**src/rtl/i2c_rp_pkg.sv**
```systemverilog
// Shared definitions for the I2C register-port slave.
// Assumes an 8-bit data byte whose top sub-address bit is the pointer mode.
package i2c_rp_pkg;

    localparam int BYTE_W = 8;
    localparam int PTR_W  = BYTE_W - 1;
    localparam int CNT_W  = $clog2(BYTE_W + 1);

    typedef enum logic [3:0] {
        ST_IDLE,
        ST_DEV,
        ST_DEV_ACK,
        ST_SUB,
        ST_SUB_ACK,
        ST_WR,
        ST_WR_ACK,
        ST_RD,
        ST_RD_ACK,
        ST_SKIP
    } fsm_t;

endpackage

```
**src/rtl/i2c_rp_sync.sv**
```systemverilog
// Multi-stage synchroniser for the SCL and SDA pins.
// Assumes both lines idle high; the reset value is 1 so no false edge appears.
module i2c_rp_sync #(
    parameter int STAGES = 2
) (
    input  logic clk,
    input  logic rst_n,
    input  logic scl_raw,
    input  logic sda_raw,
    output logic scl_s,
    output logic sda_s
);

    logic [STAGES-1:0] scl_ff;
    logic [STAGES-1:0] sda_ff;

    for (genvar i = 0; i < STAGES; i++) begin : g_stage
        if (i == 0) begin : g_first
            // capture the asynchronous pins
            always_ff @(posedge clk) begin
                if (!rst_n) begin
                    scl_ff[0] <= 1'b1;
                    sda_ff[0] <= 1'b1;
                end else begin
                    scl_ff[0] <= scl_raw;
                    sda_ff[0] <= sda_raw;
                end
            end
        end else begin : g_next
            // move each sample one flop further down the chain
            always_ff @(posedge clk) begin
                if (!rst_n) begin
                    scl_ff[i] <= 1'b1;
                    sda_ff[i] <= 1'b1;
                end else begin
                    scl_ff[i] <= scl_ff[i-1];
                    sda_ff[i] <= sda_ff[i-1];
                end
            end
        end
    end

    assign scl_s = scl_ff[STAGES-1];
    assign sda_s = sda_ff[STAGES-1];

endmodule

```
**src/rtl/i2c_rp_cond.sv**
```systemverilog
// Bus condition detector: SCL edges, START (SDA falls while SCL is high)
// and STOP (SDA rises while SCL is high).
// Assumes synchronised inputs with equal delay on both lines.
module i2c_rp_cond (
    input  logic clk,
    input  logic rst_n,
    input  logic scl_s,
    input  logic sda_s,
    output logic scl_rise,
    output logic scl_fall,
    output logic start_det,
    output logic stop_det
);

    logic scl_d;
    logic sda_d;

    // hold the previous sample of each line
    always_ff @(posedge clk) begin
        if (!rst_n) begin
            scl_d <= 1'b1;
            sda_d <= 1'b1;
        end else begin
            scl_d <= scl_s;
            sda_d <= sda_s;
        end
    end

    assign scl_rise  = scl_s & ~scl_d;
    assign scl_fall  = ~scl_s & scl_d;
    assign start_det = scl_s & scl_d & sda_d & ~sda_s;
    assign stop_det  = scl_s & scl_d & ~sda_d & sda_s;

endmodule

```
**src/rtl/i2c_rp_ptr.sv**
```systemverilog
// Register pointer: loaded from the sub-address and stepped per data byte
// when the increment mode is selected. Wraps modulo 2**PTR_W.
module i2c_rp_ptr
    import i2c_rp_pkg::*;
(
    input  logic             clk,
    input  logic             rst_n,
    input  logic             load,
    input  logic [PTR_W-1:0] load_val,
    input  logic             load_inc,
    input  logic             step,
    output logic [PTR_W-1:0] ptr,
    output logic             inc_mode
);

    // load on sub-address, advance on each byte in increment mode
    always_ff @(posedge clk) begin
        if (!rst_n) begin
            ptr      <= '0;
            inc_mode <= 1'b0;
        end else if (load) begin
            ptr      <= load_val;
            inc_mode <= load_inc;
        end else if (step && inc_mode) begin
            ptr <= ptr + 1'b1;
        end
    end

    AST_PTR_HOLD: assert property (@(posedge clk) disable iff (!rst_n)
        (step && !load && !inc_mode) |=> $stable(ptr));

    AST_PTR_ADVANCE: assert property (@(posedge clk) disable iff (!rst_n)
        (step && !load && inc_mode) |=> (ptr == $past(ptr) + 1'b1));

endmodule

```
**src/rtl/i2c_rp_ctrl.sv**
```systemverilog
// Transaction sequencer: address match, sub-address capture, write and read
// byte streaming, ACK generation and NACK handling.
// Assumes one-cycle edge/condition pulses and a combinational read port.
module i2c_rp_ctrl
    import i2c_rp_pkg::*;
#(
    parameter logic [5:0] DEV_ADDR_HI = 6'b001100
) (
    input  logic              clk,
    input  logic              rst_n,
    input  logic              sa0,
    input  logic              scl_level,
    input  logic              sda_s,
    input  logic              scl_rise,
    input  logic              scl_fall,
    input  logic              start_det,
    input  logic              stop_det,
    input  logic [BYTE_W-1:0] rd_data,
    output logic              sda_oe,
    output logic              ptr_load,
    output logic [PTR_W-1:0]  ptr_load_val,
    output logic              ptr_load_inc,
    output logic              ptr_step,
    output logic              wr_en,
    output logic [BYTE_W-1:0] wr_data,
    output logic              rd_en
);

    fsm_t              state;
    logic [CNT_W-1:0]  bit_cnt;
    logic [BYTE_W-1:0] shreg;
    logic [BYTE_W-1:0] txreg;
    logic              rw;
    logic              mack;

    // bus-driven state machine; START and STOP override every state
    always_ff @(posedge clk) begin
        if (!rst_n) begin
            state        <= ST_IDLE;
            bit_cnt      <= '0;
            shreg        <= '0;
            txreg        <= '0;
            rw           <= 1'b0;
            mack         <= 1'b0;
            sda_oe       <= 1'b0;
            ptr_load     <= 1'b0;
            ptr_load_val <= '0;
            ptr_load_inc <= 1'b0;
            ptr_step     <= 1'b0;
            wr_en        <= 1'b0;
            wr_data      <= '0;
            rd_en        <= 1'b0;
        end else begin
            ptr_load <= 1'b0;
            ptr_step <= 1'b0;
            wr_en    <= 1'b0;
            rd_en    <= 1'b0;
            if (start_det) begin
                state   <= ST_DEV;
                bit_cnt <= '0;
                sda_oe  <= 1'b0;
            end else if (stop_det) begin
                state  <= ST_IDLE;
                sda_oe <= 1'b0;
            end else begin
                case (state)
                    ST_DEV, ST_SUB, ST_WR: begin
                        if (scl_rise && bit_cnt < CNT_W'(BYTE_W)) begin
                            shreg   <= {shreg[BYTE_W-2:0], sda_s};
                            bit_cnt <= bit_cnt + 1'b1;
                        end else if (scl_fall && bit_cnt == CNT_W'(BYTE_W)) begin
                            bit_cnt <= '0;
                            if (state == ST_DEV) begin
                                if (shreg[BYTE_W-1:1] == {DEV_ADDR_HI, sa0}) begin
                                    sda_oe <= 1'b1;
                                    rw     <= shreg[0];
                                    state  <= ST_DEV_ACK;
                                end else begin
                                    state <= ST_SKIP;
                                end
                            end else if (state == ST_SUB) begin
                                sda_oe       <= 1'b1;
                                ptr_load     <= 1'b1;
                                ptr_load_val <= shreg[PTR_W-1:0];
                                ptr_load_inc <= shreg[BYTE_W-1];
                                state        <= ST_SUB_ACK;
                            end else begin
                                sda_oe   <= 1'b1;
                                wr_en    <= 1'b1;
                                wr_data  <= shreg;
                                ptr_step <= 1'b1;
                                state    <= ST_WR_ACK;
                            end
                        end
                    end
                    ST_DEV_ACK, ST_SUB_ACK, ST_WR_ACK: begin
                        if (scl_fall) begin
                            if (state == ST_DEV_ACK && rw) begin
                                txreg    <= rd_data;
                                sda_oe   <= ~rd_data[BYTE_W-1];
                                rd_en    <= 1'b1;
                                ptr_step <= 1'b1;
                                bit_cnt  <= CNT_W'(1);
                                state    <= ST_RD;
                            end else begin
                                sda_oe <= 1'b0;
                                state  <= (state == ST_DEV_ACK) ? ST_SUB : ST_WR;
                            end
                        end
                    end
                    ST_RD: begin
                        if (scl_fall) begin
                            if (bit_cnt < CNT_W'(BYTE_W)) begin
                                sda_oe  <= ~txreg[BYTE_W-2];
                                txreg   <= {txreg[BYTE_W-2:0], 1'b0};
                                bit_cnt <= bit_cnt + 1'b1;
                            end else begin
                                sda_oe <= 1'b0;
                                state  <= ST_RD_ACK;
                            end
                        end
                    end
                    ST_RD_ACK: begin
                        if (scl_rise) begin
                            mack <= ~sda_s;
                        end else if (scl_fall) begin
                            if (mack) begin
                                txreg    <= rd_data;
                                sda_oe   <= ~rd_data[BYTE_W-1];
                                rd_en    <= 1'b1;
                                ptr_step <= 1'b1;
                                bit_cnt  <= CNT_W'(1);
                                state    <= ST_RD;
                            end else begin
                                state <= ST_SKIP;
                            end
                        end
                    end
                    default: ;
                endcase
            end
        end
    end

    AST_OE_SCL_LOW: assert property (@(posedge clk) disable iff (!rst_n)
        ($rose(sda_oe) || $fell(sda_oe)) |-> !scl_level);

    AST_SKIP_SILENT: assert property (@(posedge clk) disable iff (!rst_n)
        (state == ST_SKIP) |-> (!sda_oe && !wr_en));

    AST_IDLE_RELEASED: assert property (@(posedge clk) disable iff (!rst_n)
        (state == ST_IDLE) |-> !sda_oe);

    AST_WR_SINGLE: assert property (@(posedge clk) disable iff (!rst_n)
        wr_en |=> !wr_en);

endmodule

```
**src/rtl/i2c_regport_slave.sv**
```systemverilog
// Top of the I2C register-port slave: synchroniser, condition detector,
// sequencer and pointer. Never drives SCL.
// Assumes the attached bank returns reg_rd_data combinationally.
module i2c_regport_slave
    import i2c_rp_pkg::*;
#(
    parameter logic [5:0] DEV_ADDR_HI = 6'b001100,
    parameter int         SYNC_STAGES = 2
) (
    input  logic              clk,
    input  logic              rst_n,
    input  logic              sa0_strap,
    input  logic              scl_i,
    input  logic              sda_i,
    output logic              sda_oe,
    output logic [PTR_W-1:0]  reg_addr,
    output logic              reg_wr_en,
    output logic [BYTE_W-1:0] reg_wr_data,
    output logic              reg_rd_en,
    input  logic [BYTE_W-1:0] reg_rd_data
);

    logic             scl_s, sda_s;
    logic             scl_rise, scl_fall, start_det, stop_det;
    logic             ptr_load, ptr_load_inc, ptr_step, inc_mode;
    logic [PTR_W-1:0] ptr_load_val;

    i2c_rp_sync #(.STAGES(SYNC_STAGES)) u_sync (
        .clk     (clk),
        .rst_n   (rst_n),
        .scl_raw (scl_i),
        .sda_raw (sda_i),
        .scl_s   (scl_s),
        .sda_s   (sda_s)
    );

    i2c_rp_cond u_cond (
        .clk       (clk),
        .rst_n     (rst_n),
        .scl_s     (scl_s),
        .sda_s     (sda_s),
        .scl_rise  (scl_rise),
        .scl_fall  (scl_fall),
        .start_det (start_det),
        .stop_det  (stop_det)
    );

    i2c_rp_ctrl #(.DEV_ADDR_HI(DEV_ADDR_HI)) u_ctrl (
        .clk          (clk),
        .rst_n        (rst_n),
        .sa0          (sa0_strap),
        .scl_level    (scl_s),
        .sda_s        (sda_s),
        .scl_rise     (scl_rise),
        .scl_fall     (scl_fall),
        .start_det    (start_det),
        .stop_det     (stop_det),
        .rd_data      (reg_rd_data),
        .sda_oe       (sda_oe),
        .ptr_load     (ptr_load),
        .ptr_load_val (ptr_load_val),
        .ptr_load_inc (ptr_load_inc),
        .ptr_step     (ptr_step),
        .wr_en        (reg_wr_en),
        .wr_data      (reg_wr_data),
        .rd_en        (reg_rd_en)
    );

    i2c_rp_ptr u_ptr (
        .clk      (clk),
        .rst_n    (rst_n),
        .load     (ptr_load),
        .load_val (ptr_load_val),
        .load_inc (ptr_load_inc),
        .step     (ptr_step),
        .ptr      (reg_addr),
        .inc_mode (inc_mode)
    );

    AST_NO_STROBE_CLASH: assert property (@(posedge clk) disable iff (!rst_n)
        !(reg_wr_en && reg_rd_en));

endmodule

```
**config.mk**
```make
export PLATFORM = sky130hd
export DESIGN_NAME = i2c_regport_slave
export DESIGN_NICKNAME = d
export VERILOG_FILES = /design/src/rtl/i2c_rp_pkg.sv /design/src/rtl/i2c_rp_sync.sv /design/src/rtl/i2c_rp_cond.sv /design/src/rtl/i2c_rp_ptr.sv /design/src/rtl/i2c_rp_ctrl.sv /design/src/rtl/i2c_regport_slave.sv
export SDC_FILE = /design/constraint.sdc
export NUM_CORES = 1
export LEC_CHECK = 0
export BUFFER_PORTS_ARGS = -buffer_cell sky130_fd_sc_hd__buf_2
export CAP_MARGIN = 15
export CORE_ASPECT_RATIO = 1.4
export CORE_MARGIN = 2
export CORE_UTILIZATION = 58
export DETAILED_ROUTE_END_ITERATION = 12
export GPL_TIMING_DRIVEN = 0
export MAX_ROUTING_LAYER = met4
export PLACE_DENSITY = 0.81
export SLEW_MARGIN = 10
export SYNTH_ARGS = -nofsm -noshare
export SYNTH_HDL_FRONTEND = slang
export SYNTH_HIERARCHICAL = 1
export SYNTH_SLANG_ARGS = --single-unit
export TNS_END_PERCENT = 1
```
**constraint.sdc**
```tcl
create_clock -name clk -period 2.19 [get_ports clk]
set_clock_uncertainty 0.15 [all_clocks]
set_input_delay 0.3285 -clock clk [delete_from_list [all_inputs] [get_ports clk]]
set_output_delay 0.3285 -clock clk [all_outputs]
set_load 0.02 [all_outputs]
```
# Word-level counts from Yosys, hierarchy flattened
# Cells that the tools add are included.
# totals
register_bits	60
inputBits	13
out_inout_bits	18
elab_cells	160
# classes
n_addsub	2
magnitude_cmp	1
eq_ne	29
n_mux	60
bitwise	21
reduce_logical	24
# op_table
operator	count
$mux W4	20
$mux W7	9
$pmux W4 S4	2
$mux W1	23
$pmux W7 S3	1
$reduce_and A7 Y1	3
$reduce_and A10 Y1	2
$eq A4 B3 Y1 const B	4
$ne A4 B3 Y1 const B	4
$reduce_and A8 Y1	2
$ne A2 B1 Y1 const B	7
$not A1 Y1	14
$ne A4 B4 Y1 const B	3
$reduce_and A9 Y1	1
$reduce_or A3 Y1	3
$eq A4 B2 Y1 const B	2
$eq A4 B4 Y1 const B	2
$reduce_and A4 Y1	2
$add A7 B1 Y7 const B	1
$and A1 B1 Y1	7
$eq A7 B5 Y1	1
$reduce_or A7 Y1	1
$ne A2 B2 Y1 const B	3
$reduce_bool A6 Y1	1
other kinds (16)	19

# Longest topological paths before layout
# Gate-level depths: netlist of run 1.
# logic_depth
word_depth	8
depth_mapped	8
mapped_depth_nobuf	7

# Cells and area by module
# Netlist of run 1, hierarchy kept.
# modules_own_cells
mod	n_inst	cells_each	area_each_um2	seq_area_each_um2
i2c_rp_ctrl	1	268	2458.6	920.9
i2c_rp_ptr	1	45	401.6	160.2
i2c_rp_sync	1	8	105.1	80.1
i2c_rp_cond	1	8	85.1	40.0

# Least setup slack after synthesis of run 1
# No wires, ideal clock.
# synth_path
path_type	register to register
startpoint	reg u_ctrl.bit_cnt[0]
endpoint	reg u_ctrl.bit_cnt[1]
setup_time_ns	0.116
arrival_ns	1.752
required_ns	1.924
setup_slack_ns	0.172
stages_incl_launch_ff	8
path_buffers	0
synth_period_minus_slack_ns	2.018
path_cell_list	dfxtp_1 -> inv_1 -> ha_1 -> and4b_1 -> or4b_4 -> nand4_4 -> nor2_1 -> a41o_1
# synth_between
elab_chain_cells	4
elab_cells_between_ends	12
cone_classes	add/sub (1); order compare (1); eq/ne (3); mux (4); reduce/logical (3)
# synth_lines
element	line	rtl
start: declaration	i2c_rp_ctrl.sv:30	logic [CNT_W-1:0] bit_cnt;
start signal: assignment	i2c_rp_ctrl.sv:70	bit_cnt <= bit_cnt + 1'b1;
start signal: assignment	i2c_rp_ctrl.sv:116	bit_cnt <= bit_cnt + 1'b1;
$add A4 B1 Y4 (tied with other cells)	i2c_rp_ctrl.sv:70, i2c_rp_ctrl.sv:116	
$mux W4 (tied with other cells)	i2c_rp_ctrl.sv:113	if (bit_cnt < CNT_W'(BYTE_W)) begin
$mux W4 (tied with other cells)	i2c_rp_ctrl.sv:112	if (scl_fall) begin
$pmux W4 S4 or $reduce_and A10 Y1 (tied branches)	--	
# Parallel ways exist; a longest one is shown, timed or not. The select of a mux whose other input is x is not followed.
# A chain may end at the register's enable or synchronous reset.

# Worst setup path after layout of run 1
# layout_path
startpoint	reg u_sync.scl_ff[1] (netlist: u_sync/scl_s)
endpoint	reg u_ctrl.bit_cnt[3]
# layout_between
elab_cells_between_ends	20
cone_classes	eq/ne (5); mux (2); bitwise (9); reduce/logical (4)
# layout_rtl
element	line	rtl
start: declaration	i2c_rp_sync.sv:14	logic [STAGES-1:0] scl_ff;
start signal: indexed assignment	i2c_rp_sync.sv:36	scl_ff[i] <= scl_ff[i-1];
$and A1 B1 Y1 *	i2c_rp_cond.sv:29	assign scl_rise = scl_s & ~scl_d;
net scl_rise	i2c_regport_slave.sv:24	logic scl_rise, scl_fall, start_det, stop_det;
$logic_and A1 B1 Y1	i2c_rp_ctrl.sv:68	if (scl_rise && bit_cnt < CNT_W'(BYTE_W)) begin
$ne A3 B1 Y1 (no source line) or $mux W4 (tied branches)	--	
$reduce_and A10 Y1 (no source line) or $pmux W4 S4 (tied branches)	--	
# The timed path passes the listed nets; every way through them passes the cells marked *.

==> results of run 1 <==
-- critical path: stages (launching register included) --
cell and delay (ns):
sky130_fd_sc_hd__dfxtp_1 0.42, sky130_fd_sc_hd__nor2b_2 0.33, sky130_fd_sc_hd__nor2b_2 0.29, sky130_fd_sc_hd__or4b_4 0.18
sky130_fd_sc_hd__nand4_4 0.13, sky130_fd_sc_hd__or4_1 0.52, sky130_fd_sc_hd__o21ai_1 0.08
-- worst paths after layout --
kind | start | endpoint | slack (ns) | cells past startpoint
setup reg to reg | u_sync/scl_s | u_ctrl/bit_cnt[3] | 0.02 | 6
hold reg to reg | u_sync/scl_ff[0] | u_sync/scl_s | 0.26 | 1
setup / recovery | u_sync/scl_s | u_ctrl/bit_cnt[3] | 0.02 | 6
hold / removal | scl_i | u_sync/scl_ff[0] | 0.02 | 2
-- stage by stage --
stage / area (um^2) / hold WS, ns / setup WS, ns
6_report: 3550 / 0.0192 / 0.0220
5_1_grt: 3550 / 0.0303 / -0.0434
4_1_cts: 3520 / 0.0122 / -0.00791
3_5_place_dp: 3280 / 0.250 / -0.0965
3_3_place_gp: 3280 / 0.243 / -0.188
2_1_floorplan: 3050 / 0.236 / 0.172
-- power by group through the flow --
stage	clock, uW	sequential (uW)	combinational (uW)
floorplan	0	1210	737
global placement	0	1210	946
detailed placement	0	1210	950
CTS	1110	1190	962
global route	1170	1210	1090
finish	1100	1200	1010
-- kinds of logic (layout without fill, tap and decap cells) --
| group | after synthesis | after routing | synth area share (%) |
|---|---|---|---|
| xor+xnor | 3 | 3 | 0.862 |
| simple gates | 134 | 134 | 27.1 |
| buf+inv | 24 | 71 | 3.73 |
| fa+ha+maj | 3 | 3 | 1.23 |
| flops | 60 | 60 | 39.4 |
| compound gates | 64 | 64 | 14.0 |
| mux | 41 | 41 | 13.7 |
-- sequential cells by signal (all words and copies together), names as in the netlist, 4 cells and up --
register / count
u_ctrl/txreg: 7
u_ctrl/shreg: 8
u_ctrl/wr_data: 8
u_ptr/ptr: 7
u_ctrl/ptr_load_val: 7
u_ctrl/bit_cnt: 4
u_ctrl/state: 4
-- per-layer routing --
metal / global-route usage [%] / wire length [um] / vias up
met1: 30.7 / 2950 / 1251
met2: 45.2 / 3820 / 74
li1: - / - / 1271
met5: - / 0 / -
met3: 5.01 / 261 / 25
met4: 12.3 / 285 / 0
-- layout by cell type (no fill, tap or decap), types with 3 or more instances in the layout --
master | Yosys | routed
sky130_fd_sc_hd__dfxtp_1 | 60 | 57
sky130_fd_sc_hd__buf_2 | 7 | 37
sky130_fd_sc_hd__mux2i_1 | 35 | 35
sky130_fd_sc_hd__nor2b_1 | 35 | 32
sky130_fd_sc_hd__nand2_1 | 25 | 25
sky130_fd_sc_hd__o21ai_0 | 20 | 19
sky130_fd_sc_hd__nand2b_1 | 14 | 14
sky130_fd_sc_hd__a21oi_1 | 12 | 12
sky130_fd_sc_hd__clkbuf_8 | 0 | 10
sky130_fd_sc_hd__nand3_1 | 9 | 9
sky130_fd_sc_hd__clkbuf_1 | 7 | 8
sky130_fd_sc_hd__nor2_1 | 10 | 8
sky130_fd_sc_hd__inv_1 | 7 | 6
sky130_fd_sc_hd__nor3_1 | 6 | 6
sky130_fd_sc_hd__mux2_2 | 6 | 6
sky130_fd_sc_hd__o21ai_1 | 4 | 5
sky130_fd_sc_hd__or3_1 | 5 | 5
sky130_fd_sc_hd__a31oi_1 | 4 | 4
sky130_fd_sc_hd__and4b_1 | 4 | 3
sky130_fd_sc_hd__buf_4 | 2 | 3
sky130_fd_sc_hd__nand4b_1 | 3 | 3
sky130_fd_sc_hd__o211a_1 | 3 | 3
sky130_fd_sc_hd__xnor2_1 | 3 | 3
sky130_fd_sc_hd__nand4_1 | 3 | 3
sky130_fd_sc_hd__ha_1 | 3 | 3
sky130_fd_sc_hd__dfxtp_2 | 0 | 3
-- layout make-up --
cell class | instances | area share (%)
Buffer | 17 | 2.57
Timing Repair Buffer | 31 | 4.44
Sequential cell | 60 | 34.0
Multi-Input combinational cell | 245 | 49.8
Clock inverter | 4 | 2.05
Clock buffer | 12 | 4.09
Tap cell | 66 | 2.33
Inverter | 7 | 0.741
-- what timing repair did --
item / 4_1_cts / 5_1_grt
gates resized for setup: 3 / 15
endpoints found under the setup margin: 27 / 14
buffers inserted: 1 / 0
pin swaps: 1 / 2
hold buffers: 0 / 0
==> summary by stage, run 1 <==
Floorplanning
Measured along the x axis, the die boundary spans 65.3 um. The core region is 0.00512 mm^2. The die area is 0.00586 mm^2. The number of top-level design ports is 31.

For this configuration, the core starts out at a cell density of 59.6%. The placement row count is 31. The vertical die dimension is 89.8 um.

Synthesis
Yosys printed 6 warnings. The synthesized design devotes to its leading area cell type 39.4% of total area. The dominant synthesized flop cell is sky130_fd_sc_hd__dfxtp_1. Summing the sequential cell areas from Yosys gives 39.4% of the chip area. Synthesis handed over a netlist of 329 instances. The distinct cell type count of the synthesized netlist is 56.

The most common cell in the synthesized netlist is sky130_fd_sc_hd__dfxtp_1. The number of enable flip-flop cells after synthesis is 0. The combined area of all synthesized cells is 0.00305 mm^2. Yosys attributes the largest share of cell area to sky130_fd_sc_hd__dfxtp_1 (39%), sky130_fd_sc_hd__mux2i_1 (11%), sky130_fd_sc_hd__nor2b_1 (7.2%). For this run, asynchronously set or reset flops after synthesis account for 0%. After synthesis the netlist holds a flip-flop and latch count of 60. The mean area per synthesized cell is 9.27 um^2. The cell type with the highest aggregate area in the netlist is sky130_fd_sc_hd__dfxtp_1. After synthesis, the most frequently instantiated cells are sky130_fd_sc_hd__dfxtp_1 (60), sky130_fd_sc_hd__mux2i_1 (35), sky130_fd_sc_hd__nor2b_1 (35), sky130_fd_sc_hd__nand2_1 (25), sky130_fd_sc_hd__o21ai_0 (20). The net count after synthesis is 345.

CTS
For the worst-skew pair, the clock arrives at the later sink with an insertion delay of 0.33 ns. The clock-pin slew of the registers on the worst-case setup and hold paths is 0.07 ns. In this run the number of H-tree levels came out at 3. The number of buffers between clock root and the deepest sink is 2.

The number of sinks handled by clock tree synthesis is 60. The CTS buffer count is 9. TritonCTS built the clock tree. The root buffer cell chosen for the clock tree is sky130_fd_sc_hd__clkbuf_8.

Power and ir drop
The combinational power share is 30.6%. The ratio of total power to cell area is 932 mW/mm^2. Summed over all cells, the static leakage comes to 0.00160 uW. The clock network fraction of total power is 33.1%.

The relative contribution of sequential cells to total power is 36.3%. Across the VDD grid, the largest voltage drop is 0.510 mV. Net switching is 32.9% of the power. The internal power consumption is 2220 uW. The net switching power is 1090 uW. Total power for the finished layout comes to 3310 uW.

Outcome
The flow ran to the end, and the final reports show no timing, DRC or antenna violations.

Timing
The number of hold-slack violations in the final timing report is 0. The final number of max-transition violations came to 0. The fmax is 461 MHz. The minimum clock period after layout is 2.17 ns. Setup repair after global routing could not meet its margin everywhere. At the pin with the least slew margin, the transition time is 0.530 ns.

The setup-violating endpoint count in the final report is 0. The headroom to the max-slew limit is 64.5%. The share of the clock period used by the worst path after layout is 99.0%. Adding up every negative setup slack in the final design gives 0 ns.

Placement
The total placed cells including tap cells is 425. At the end of routability-driven placement, the weighted congestion stood at 0.935. The count of buffers inserted at the top-level ports is 30.

Summed over all nets, the half-perimeter wirelength after detailed placement is 5.26 mm.

Routing
The final layout contains routed wiring with a total length of 7.31 mm. The remaining antenna violation count after routing is 0. For this block, the initial DRC count from the detailed router was 224.

The number of vias after detailed routing is 2621. Dividing the detail-routed wire length by the instance count gives 16.5 um. The number of DRC violations after detailed routing is 0. The pre-antenna-repair detailed-routing pass consisted of 4 iterations. In the routed layout, each cell is associated on average with a via count of 5.93.

Min path
In this run the worst hold path is classified as in -> reg.

Global routing
Across every metal layer, demand over resource in global routing totals 27.0%. The number of antenna violations at the first check in global routing is 0. The first global-routing pass estimated 12.0 mm of wire. The number of global-route vias before repair came to 2556.

The total global routing overflow is 0. Entering global routing, the biggest net connects 16 pins.

Worst setup path
The startpoint type of the worst setup path is a flop. Of all nets on the critical path, the largest fanout is 6. By startpoint and endpoint, the worst setup path is classified as reg -> reg. The data arrival time of the critical path is 2.28 ns. The category of the worst setup path capture point is a flop. STA puts the critical path data required time at 2.31 ns.

Flow run
Max-cap violations in this run came to 0.

Cells and area
The multi-input combinational cell area is 0.00177 mm^2. The number of inserted filler cells in the final layout is 441. The post-route netlist has 23.1% of its cells at a drive strength greater than 1. The post-synthesis to final-layout area growth is 16.3%. The number of diodes added for antenna fixing is 0. The fraction of the core area covered by cells at the end of the flow is 69.3%. In the final design database the tool counted 387 nets. Across the whole layout, storage elements account for 0.00120 mm^2.

The number of standard cells in the final layout excluding fillers is 442.
Power figures use the tool's default switching activity.
==> run 2, diff against run 1 <==
--- a/config.mk
+++ b/config.mk
@@ -13,7 +13,7 @@
 export DETAILED_ROUTE_END_ITERATION = 12
 export GPL_TIMING_DRIVEN = 0
 export MAX_ROUTING_LAYER = met4
-export PLACE_DENSITY = 0.81
+export PLACE_DENSITY = 0.79
 export SLEW_MARGIN = 10
 export SYNTH_ARGS = -nofsm -noshare
 export SYNTH_HDL_FRONTEND = slang
==> summary by stage, run 2 (synthesized netlist as in run 1, its figures left out) <==
Global routing
The number of antenna violations at the first check in global routing is 0. Global routing consumed, over all layers together, 28.8% of the routing resources. The first global-routing pass estimated 12.6 mm of wire. The number of global-route vias before repair is 2649. Summed over all layers, the global routing overflow is 0. The pin count of the biggest net entering global routing is 16.

CTS
TritonCTS built the clock tree. For the worst-skew pair, the clock arrives at the later sink with an insertion delay of 0.34 ns. The clock-pin slew of the registers on the worst-case setup and hold paths is 0.07 ns. The number of buffers between clock root and the deepest sink is 2. The H-tree generated during clock tree synthesis spans 3 levels. The CTS buffer count is 9. The number of sinks handled by clock tree synthesis is 60. The cell sitting at the root of the clock tree is a sky130_fd_sc_hd__clkbuf_8.

Routing
For this block, the initial DRC count from the detailed router was 164. The remaining antenna violation count after routing is 0. The routed wire length is 7.65 mm. Before antenna repair, the detailed router went through 4 iterations. For this run, design rule violations remaining after detail routing come to 0. Summing over every cut layer, the via total after detailed routing is 2635.

The via-per-instance ratio is 5.92. Dividing the detail-routed wire length by the instance count gives 17.2 um.

Worst setup path
The required arrival time at the worst endpoint is 2.25 ns. STA classifies the critical path startpoint as a flop. At the worst endpoint, the arrival time is 2.18 ns. The critical path class is reg -> reg.

The category of cells accounting for the largest share of critical-path delay is compound AO/OA/AOI/OAI gates. The highest fanout seen on the critical path is 10. The slowest stage of the critical path is the sky130_fd_sc_hd__or4b_1 cell. The largest stage delay on the critical path is 0.64 ns.

Walking the worst path, the cells encountered are buf_2, or4b_1, o211ai_1, a21oi_1, o311ai_1, o31ai_1. The buffering stage count on the worst path with inverters included is 1. STA classifies the critical path endpoint as a flop.

Floorplanning
The die width is 65.3 um. Once the floorplan was initialized, standard cells occupied 59.6% of the core. The die covers 0.00586 mm^2.

After floorplanning, the core was sized to cover 0.00512 mm^2. During I/O placement, the number of pins put on the boundary was 31. The placement row count is 31. The vertical die dimension is 89.8 um.

Cells and area
Cells fill 69.6% of the core in the end. Fill cells in the final layout number 448. The largest registers in the layout are u_ctrl/shreg: 8 flops, u_ctrl/wr_data: 8 flops. The share of post-route cells with drive strength above 1 is 24.5%. The leading cell type in the layout, fill and taps excluded is sky130_fd_sc_hd__dfxtp_1. From synthesis to final layout, the design area changed by 16.8%.

In the final design database the tool counted 390 nets. The number of antenna diodes in the final layout is 0. In the layout the commonest cells are sky130_fd_sc_hd__dfxtp_1 (55), sky130_fd_sc_hd__buf_2 (36), sky130_fd_sc_hd__mux2i_1 (35).

Timing
The share of the clock period used by the worst path after layout is 96.8%. The setup-violating endpoint count in the final report is 0. The fmax is 472 MHz. The final number of max-transition violations is 0. The clock period could shrink to 2.12 ns. At the pin with the least slew margin, the transition time is 0.550 ns. The number of hold-slack violations in the final timing report came to 0. The headroom to the max-slew limit is 63.1%. Final hold analysis gives a worst-case slack of 0.0202 ns.

Power and ir drop
The static power due to leakage is 0.00161 uW. The total power after layout is 3250 uW. The largest voltage drop on the vdd net is 0.551 mV. The ratio of total power to cell area is 912 mW/mm^2.

Outcome
The run finished with clean final reports.

Placement
Routability-driven placement finished with a final weighted congestion of 1.06. The half-perimeter wire length after detailed placement is 5.55 mm. The count of buffers inserted at the top-level ports is 30.

Flow run
The count of maximum capacitance violations is 0.

Min path
The worst hold path class is in -> reg.
run 2: path summary, 6_finish.rpt:
kind,startpoint,slack (ns),depth (start not counted),endpoint
setup / recovery,u_ctrl/state[2],0.07,6,u_ctrl/bit_cnt[2]
hold / removal,sda_i,0.02,2,u_sync/sda_ff[0]
setup reg to reg,u_ctrl/state[2],0.07,6,u_ctrl/bit_cnt[2]
hold reg to reg,u_sync/sda_ff[0],0.27,1,u_sync/sda_s
run 2: layout make-up:
cell class                      instances  area [um^2]  share of cell area [%]
Buffer                                 17         91.3                    2.56
Clock buffer                           10          128                    3.58
Clock inverter                          6         65.1                    1.83
Inverter                                7         26.3                   0.737
Multi-Input combinational cell        245         1780                    50.0
Sequential cell                        60         1210                    33.9
Tap cell                               66         82.6                    2.32
Timing Repair Buffer                   34          180                    5.06
run 2: timing repair:
item / 4_1_cts / 5_1_grt
buffers inserted: 1 / 3
setup endpoints to repair: 27 / 16
pin swaps: 1 / 2
gates resized for setup: 4 / 17
hold buffers: 0 / 0
run 2: report_power, final:
group          leakage [uW]  switching (uW)  internal (uW)
Combinational       0.00103             658            423
Sequential         0.000486            53.5           1140
Clock             0.0000962             447            525
Total               0.00161            1160           2090
run 2: metrics by stage:
stage                     setup slack (ns)  TNS (ns)  std cells  instance area [um^2]
final                               0.0710         0        445                  3560
after detailed placement            -0.131     -2.18        425                  3280
after CTS                          -0.0120   -0.0171        442                  3500
after global routing               -0.0193   -0.0193        445                  3560
after global placement              -0.157     -2.33        425                  3280
after floorplan                      0.172         0        329                  3050
run 2: layer usage:
layer	track usage (%)	share of wire, %	up-vias
li1	-	-	1283
met1	31.2	38	1260
met2	49.1	55	78
met3	6.01	4.2	14
met4	13.5	2.5	0
met5	-	0	-
run 2: worst reg2reg max path, cell delays in order, from the launching register on:
cell                       delay, ns
sky130_fd_sc_hd__dfxtp_1        0.34
sky130_fd_sc_hd__buf_2          0.18
sky130_fd_sc_hd__or4b_1         0.64
sky130_fd_sc_hd__o211ai_1       0.21
sky130_fd_sc_hd__a21oi_1        0.11
sky130_fd_sc_hd__o311ai_1       0.25
sky130_fd_sc_hd__o31ai_1        0.11
==> run 3, diff against run 2 <==
--- a/config.mk
+++ b/config.mk
@@ -5,6 +5,7 @@
 export SDC_FILE = /design/constraint.sdc
 export NUM_CORES = 1
 export LEC_CHECK = 0
+export ABC_AREA = 1
 export BUFFER_PORTS_ARGS = -buffer_cell sky130_fd_sc_hd__buf_2
 export CAP_MARGIN = 15
 export CORE_ASPECT_RATIO = 1.4
==> summary by stage, run 3 <==
Outcome
The flow ran to the end, and the final reports show no timing, DRC or antenna violations.

Routing
Using the TritonRoute via totals, the vias-per-cell ratio works out to 5.33. The final route contains 3000 vias. In the routed design, unresolved DRC markers number 0. The final layout contains routed wiring with a total length of 7.33 mm. The per-cell routed wire length is 13.0 um. The detailed-routing iteration count for the pre-antenna-repair pass is 7. In this run the remaining antenna-violating nets after routing total 0. The detailed router finished its first iteration with 262 violations.

Power and ir drop
The switching fraction of total power is 41.0%. Power spread over the standard cell area amounts to 952 mW/mm^2. The largest voltage drop on the vdd net is 0.690 mV. Cell internal power was estimated by the tool at 1920 uW.

The relative contribution of sequential cells to total power is 37.9%. The static power due to leakage is 0.00162 uW. In this run, the clock network consumes 26.0% of the power. Of the total power, combinational logic draws 36.1%. Summed over all nets, the switching power comes to 1340 uW.

Timing
The number of hold-slack violations in the final timing report is 0. Setup violations remaining at the end of the flow were counted as 0. The slew at the pin closest to its max-slew limit is 0.428 ns. The final number of max-transition violations was 0.

Setup repair after global routing could not meet its margin everywhere. The share of the clock period used by the worst path after layout is 91.2%. The tightest hold path in the finished design has a slack of 0.0201 ns.

The headroom to the max-slew limit is 71.5%. The total negative slack for setup checks is 0 ns. The fmax is 500 MHz. Once routing completed, OpenROAD measured the worst setup slack at 0.192 ns. The smallest clock period supported by the final layout is computed as 2.00 ns.

Worst setup path
The buffering stage count on the worst path with inverters included is 2. The largest individual stage delay along the critical path comes from the cell sky130_fd_sc_hd__dfxtp_1. The required arrival time at the worst endpoint is 2.30 ns. Along the worst path, the maximum fanout reaches 6.

The critical path class is reg -> reg. Traced cell by cell, the critical path runs through inv_1, nor2_2, nand2_1, nor3_1, nor2_1, inv_1, o21ai_1, nor2_2, nand2_1, a21oi_1. The data arrival time of the critical path is 2.11 ns. The largest stage delay on the critical path is 0.35 ns. The startpoint type of the worst setup path is a flop. The worst setup path is captured at a flop. Grouping stages by cell kind, the critical path spends the most delay in simple AND/OR/NAND/NOR gates.

Global routing
The number of global-route vias before repair came to 2699. The pin count of the biggest net entering global routing is 16. The global routing usage on met3 is 3.78%. The global-route usage over all layers is 27.9%. The fraction of met2 tracks used by global routing is 49.8%. The number of antenna violations at the first check in global routing is 0. In this run the most used layer during global routing was met2. The global-route track usage on met1 is 29.6%. The first global-routing pass estimated 12.1 mm of wire.

Global routing finished with a remaining overflow of 0.

Placement
The total placed cells including tap cells is 547. After legalization and detailed placement, the total HPWL measured 5.42 mm. Timing analysis after detailed placement gives a worst setup slack of 0.0796 ns. At the end of routability-driven placement, the weighted congestion stood at 0.974. Input and output buffers added on the ports amount to 30.

CTS
For this design, the sink count on the clock tree is 60. The clock-pin slew of the registers on the worst-case setup and hold paths is 0.07 ns. The root buffer cell is sky130_fd_sc_hd__clkbuf_8. Clock tree synthesis inserted a total of 9 buffers. The TritonCTS clock tree is yes.

In this run the number of H-tree levels came out at 3. The clock reaches the later pin of the worst-skew pair after 0.33 ns. The longest clock path from root to sink contains 2 buffers. The number of buffers added for setup after CTS is 0.

Synthesis
Synthesis inferred 60 register bits. The most used flip-flop cell after synthesis is sky130_fd_sc_hd__dfxtp_1. After synthesis, the largest family of logic cells by area is simple AND/OR/NAND/NOR gates. The Yosys step of the flow raised 6 warnings. The distinct cell type count of the synthesized netlist is 32.

The simple-gate portion of the synthesized area is 30.2%. Summed over its instances, the top area cell type makes up 39.8% of the synthesized netlist area. Synthesis produced a netlist with a net count of 467. Counting instances in the post-synthesis netlist gives the leading cell types as sky130_fd_sc_hd__nand2_1 (101), sky130_fd_sc_hd__dfxtp_1 (60), sky130_fd_sc_hd__nor2_1 (60), sky130_fd_sc_hd__inv_1 (55), sky130_fd_sc_hd__o21ai_0 (41). The number of enable flip-flop cells after synthesis is 0.

The fraction of synthesized cell area in xor and xnor cells is 0.871%. The most frequently used cell type in the post-synthesis netlist is sky130_fd_sc_hd__nand2_1. By area the synthesized netlist is led by sky130_fd_sc_hd__dfxtp_1 (40%), sky130_fd_sc_hd__nand2_1 (13%), sky130_fd_sc_hd__nor2_1 (7.5%). Synthesis produced a netlist whose cell count is 451. The synthesized netlist occupies a cell area of 0.00302 mm^2. The fraction of synthesized area in multiplexers is 0%. The arithmetic-cell share of the synthesized area counting full adders, half adders and majority gates is 1.24%.

A synthesized cell averages 6.69 um^2. After synthesis, flip-flops and latches occupy 39.8% of the total area. The compound-gate portion of the synthesized area is 17.2%. Of all cell types, the one taking the most synthesized area is sky130_fd_sc_hd__dfxtp_1. The share of flip-flops with an asynchronous set or reset is 0%.

Cells and area
Summing all multi-input logic gate instances after layout gives 0.00150 mm^2. The largest registers in the layout are u_ctrl/shreg: 8 flops, u_ctrl/wr_data: 8 flops. The total number of nets in the final design is 508. In the final layout, flip-flops and latches occupy 0.00120 mm^2.

Relative to the synthesized area, the layout overhead comes to 13.5%. Of the cells placed in the final design, the portion with a size suffix greater than 1 is 17.7%. In the layout the commonest cells are sky130_fd_sc_hd__nand2_1 (101), sky130_fd_sc_hd__dfxtp_1 (60), sky130_fd_sc_hd__nor2_1 (57). The finished layout holds 563 standard cells, fillers aside. Leaving out fill and tap cells, the most frequent cell in the layout is sky130_fd_sc_hd__nand2_1.

The number of diodes added for antenna fixing is 0. The number of inserted filler cells in the final layout is 461.

Floorplanning
The placement row count is 31. The core region is 0.00508 mm^2. The initial utilization of the core area, before any placement, comes to 59.4%.

In this run the horizontal extent of the chip is 65.0 um. In this run the vertical extent of the chip is 89.3 um. In this run the count of I/O pins placed on the die edge is 31. The die covers 0.00580 mm^2.

Min path
The worst hold path class is in -> reg.

Flow run
Across the run, the number of max-cap violations was 0.
-- run 3: changes by cell type in the layout (fill, tap and decap cells not counted), sizes merged, moves of 6 or more --
cell    before  now
nand2b      14    0
clkbuf      18   11
o21ai       24   48
nand3       10   28
nand2       25  108
mux2i       35    0
a21oi       14   42
mux2         6    0
nor2b       35    0
inv          7   66
nor2        10   67
-- run 3: layout make-up --
class	instances	area share (%)
buffer	10	1.90
clock buffer	9	3.62
clock inverter	7	1.28
inverter	67	7.49
multi-input combinational	314	43.8
sequential	60	35.1
tap	66	2.41
timing repair buffer	30	4.38
-- run 3: per-stage QoR --
step                      power (uW)  utilization, %  cell area, um^2
after floorplan                 2120               -             3020
after global placement          2360            63.9             3250
after detailed placement        2390            63.9             3250
after CTS                       3250            67.2             3420
after global routing            3480            67.4             3420
final                           3260            67.4             3420
-- run 3: power by group through the flow --
stage | Sequential (uW) | Clock [uW] | Combinational (uW)
final | 1240 | 848 | 1180
after global routing | 1240 | 917 | 1320
after CTS | 1240 | 869 | 1150
after detailed placement | 1260 | 0 | 1130
after global placement | 1260 | 0 | 1100
after floorplan | 1250 | 0 | 863
-- run 3: worst min-delay path, delay by kind of cell --
kind	cells	cell delay, ns
buf+inv	2	0.10
simple gates	1	0.04
-- run 3: what timing repair did --
item | in CTS | in global routing
setup endpoints to repair | 0 | 22
hold buffers | 0 | 0
resized for setup | 0 | 3
-- run 3: logic make-up after synthesis --
family | Yosys count
and+or+nand+nor | 211
AOI/OAI and AO/OA | 97
buffers and inverters | 77
DFF | 60
xor gates and xnor gates | 3
adders and majority gates | 3
-- run 3: worst paths after layout --
path                            cells after the start  slack (ns)                to             start
worst max register to register                     10        0.19   u_ctrl/state[3]      u_cond/scl_d
worst min register to register                      2        0.26      u_sync/scl_s  u_sync/scl_ff[0]
worst max-delay path                               10        0.19   u_ctrl/state[3]      u_cond/scl_d
worst min-delay path                                3        0.02  u_sync/scl_ff[0]             scl_i
-- run 3: routing by layer --
metal | routed length [um] | vias up
met4 | 212 | 0
met2 | 3880 | 85
met3 | 307 | 21
met5 | 0 | -
li1 | - | 1522
met1 | 2930 | 1372
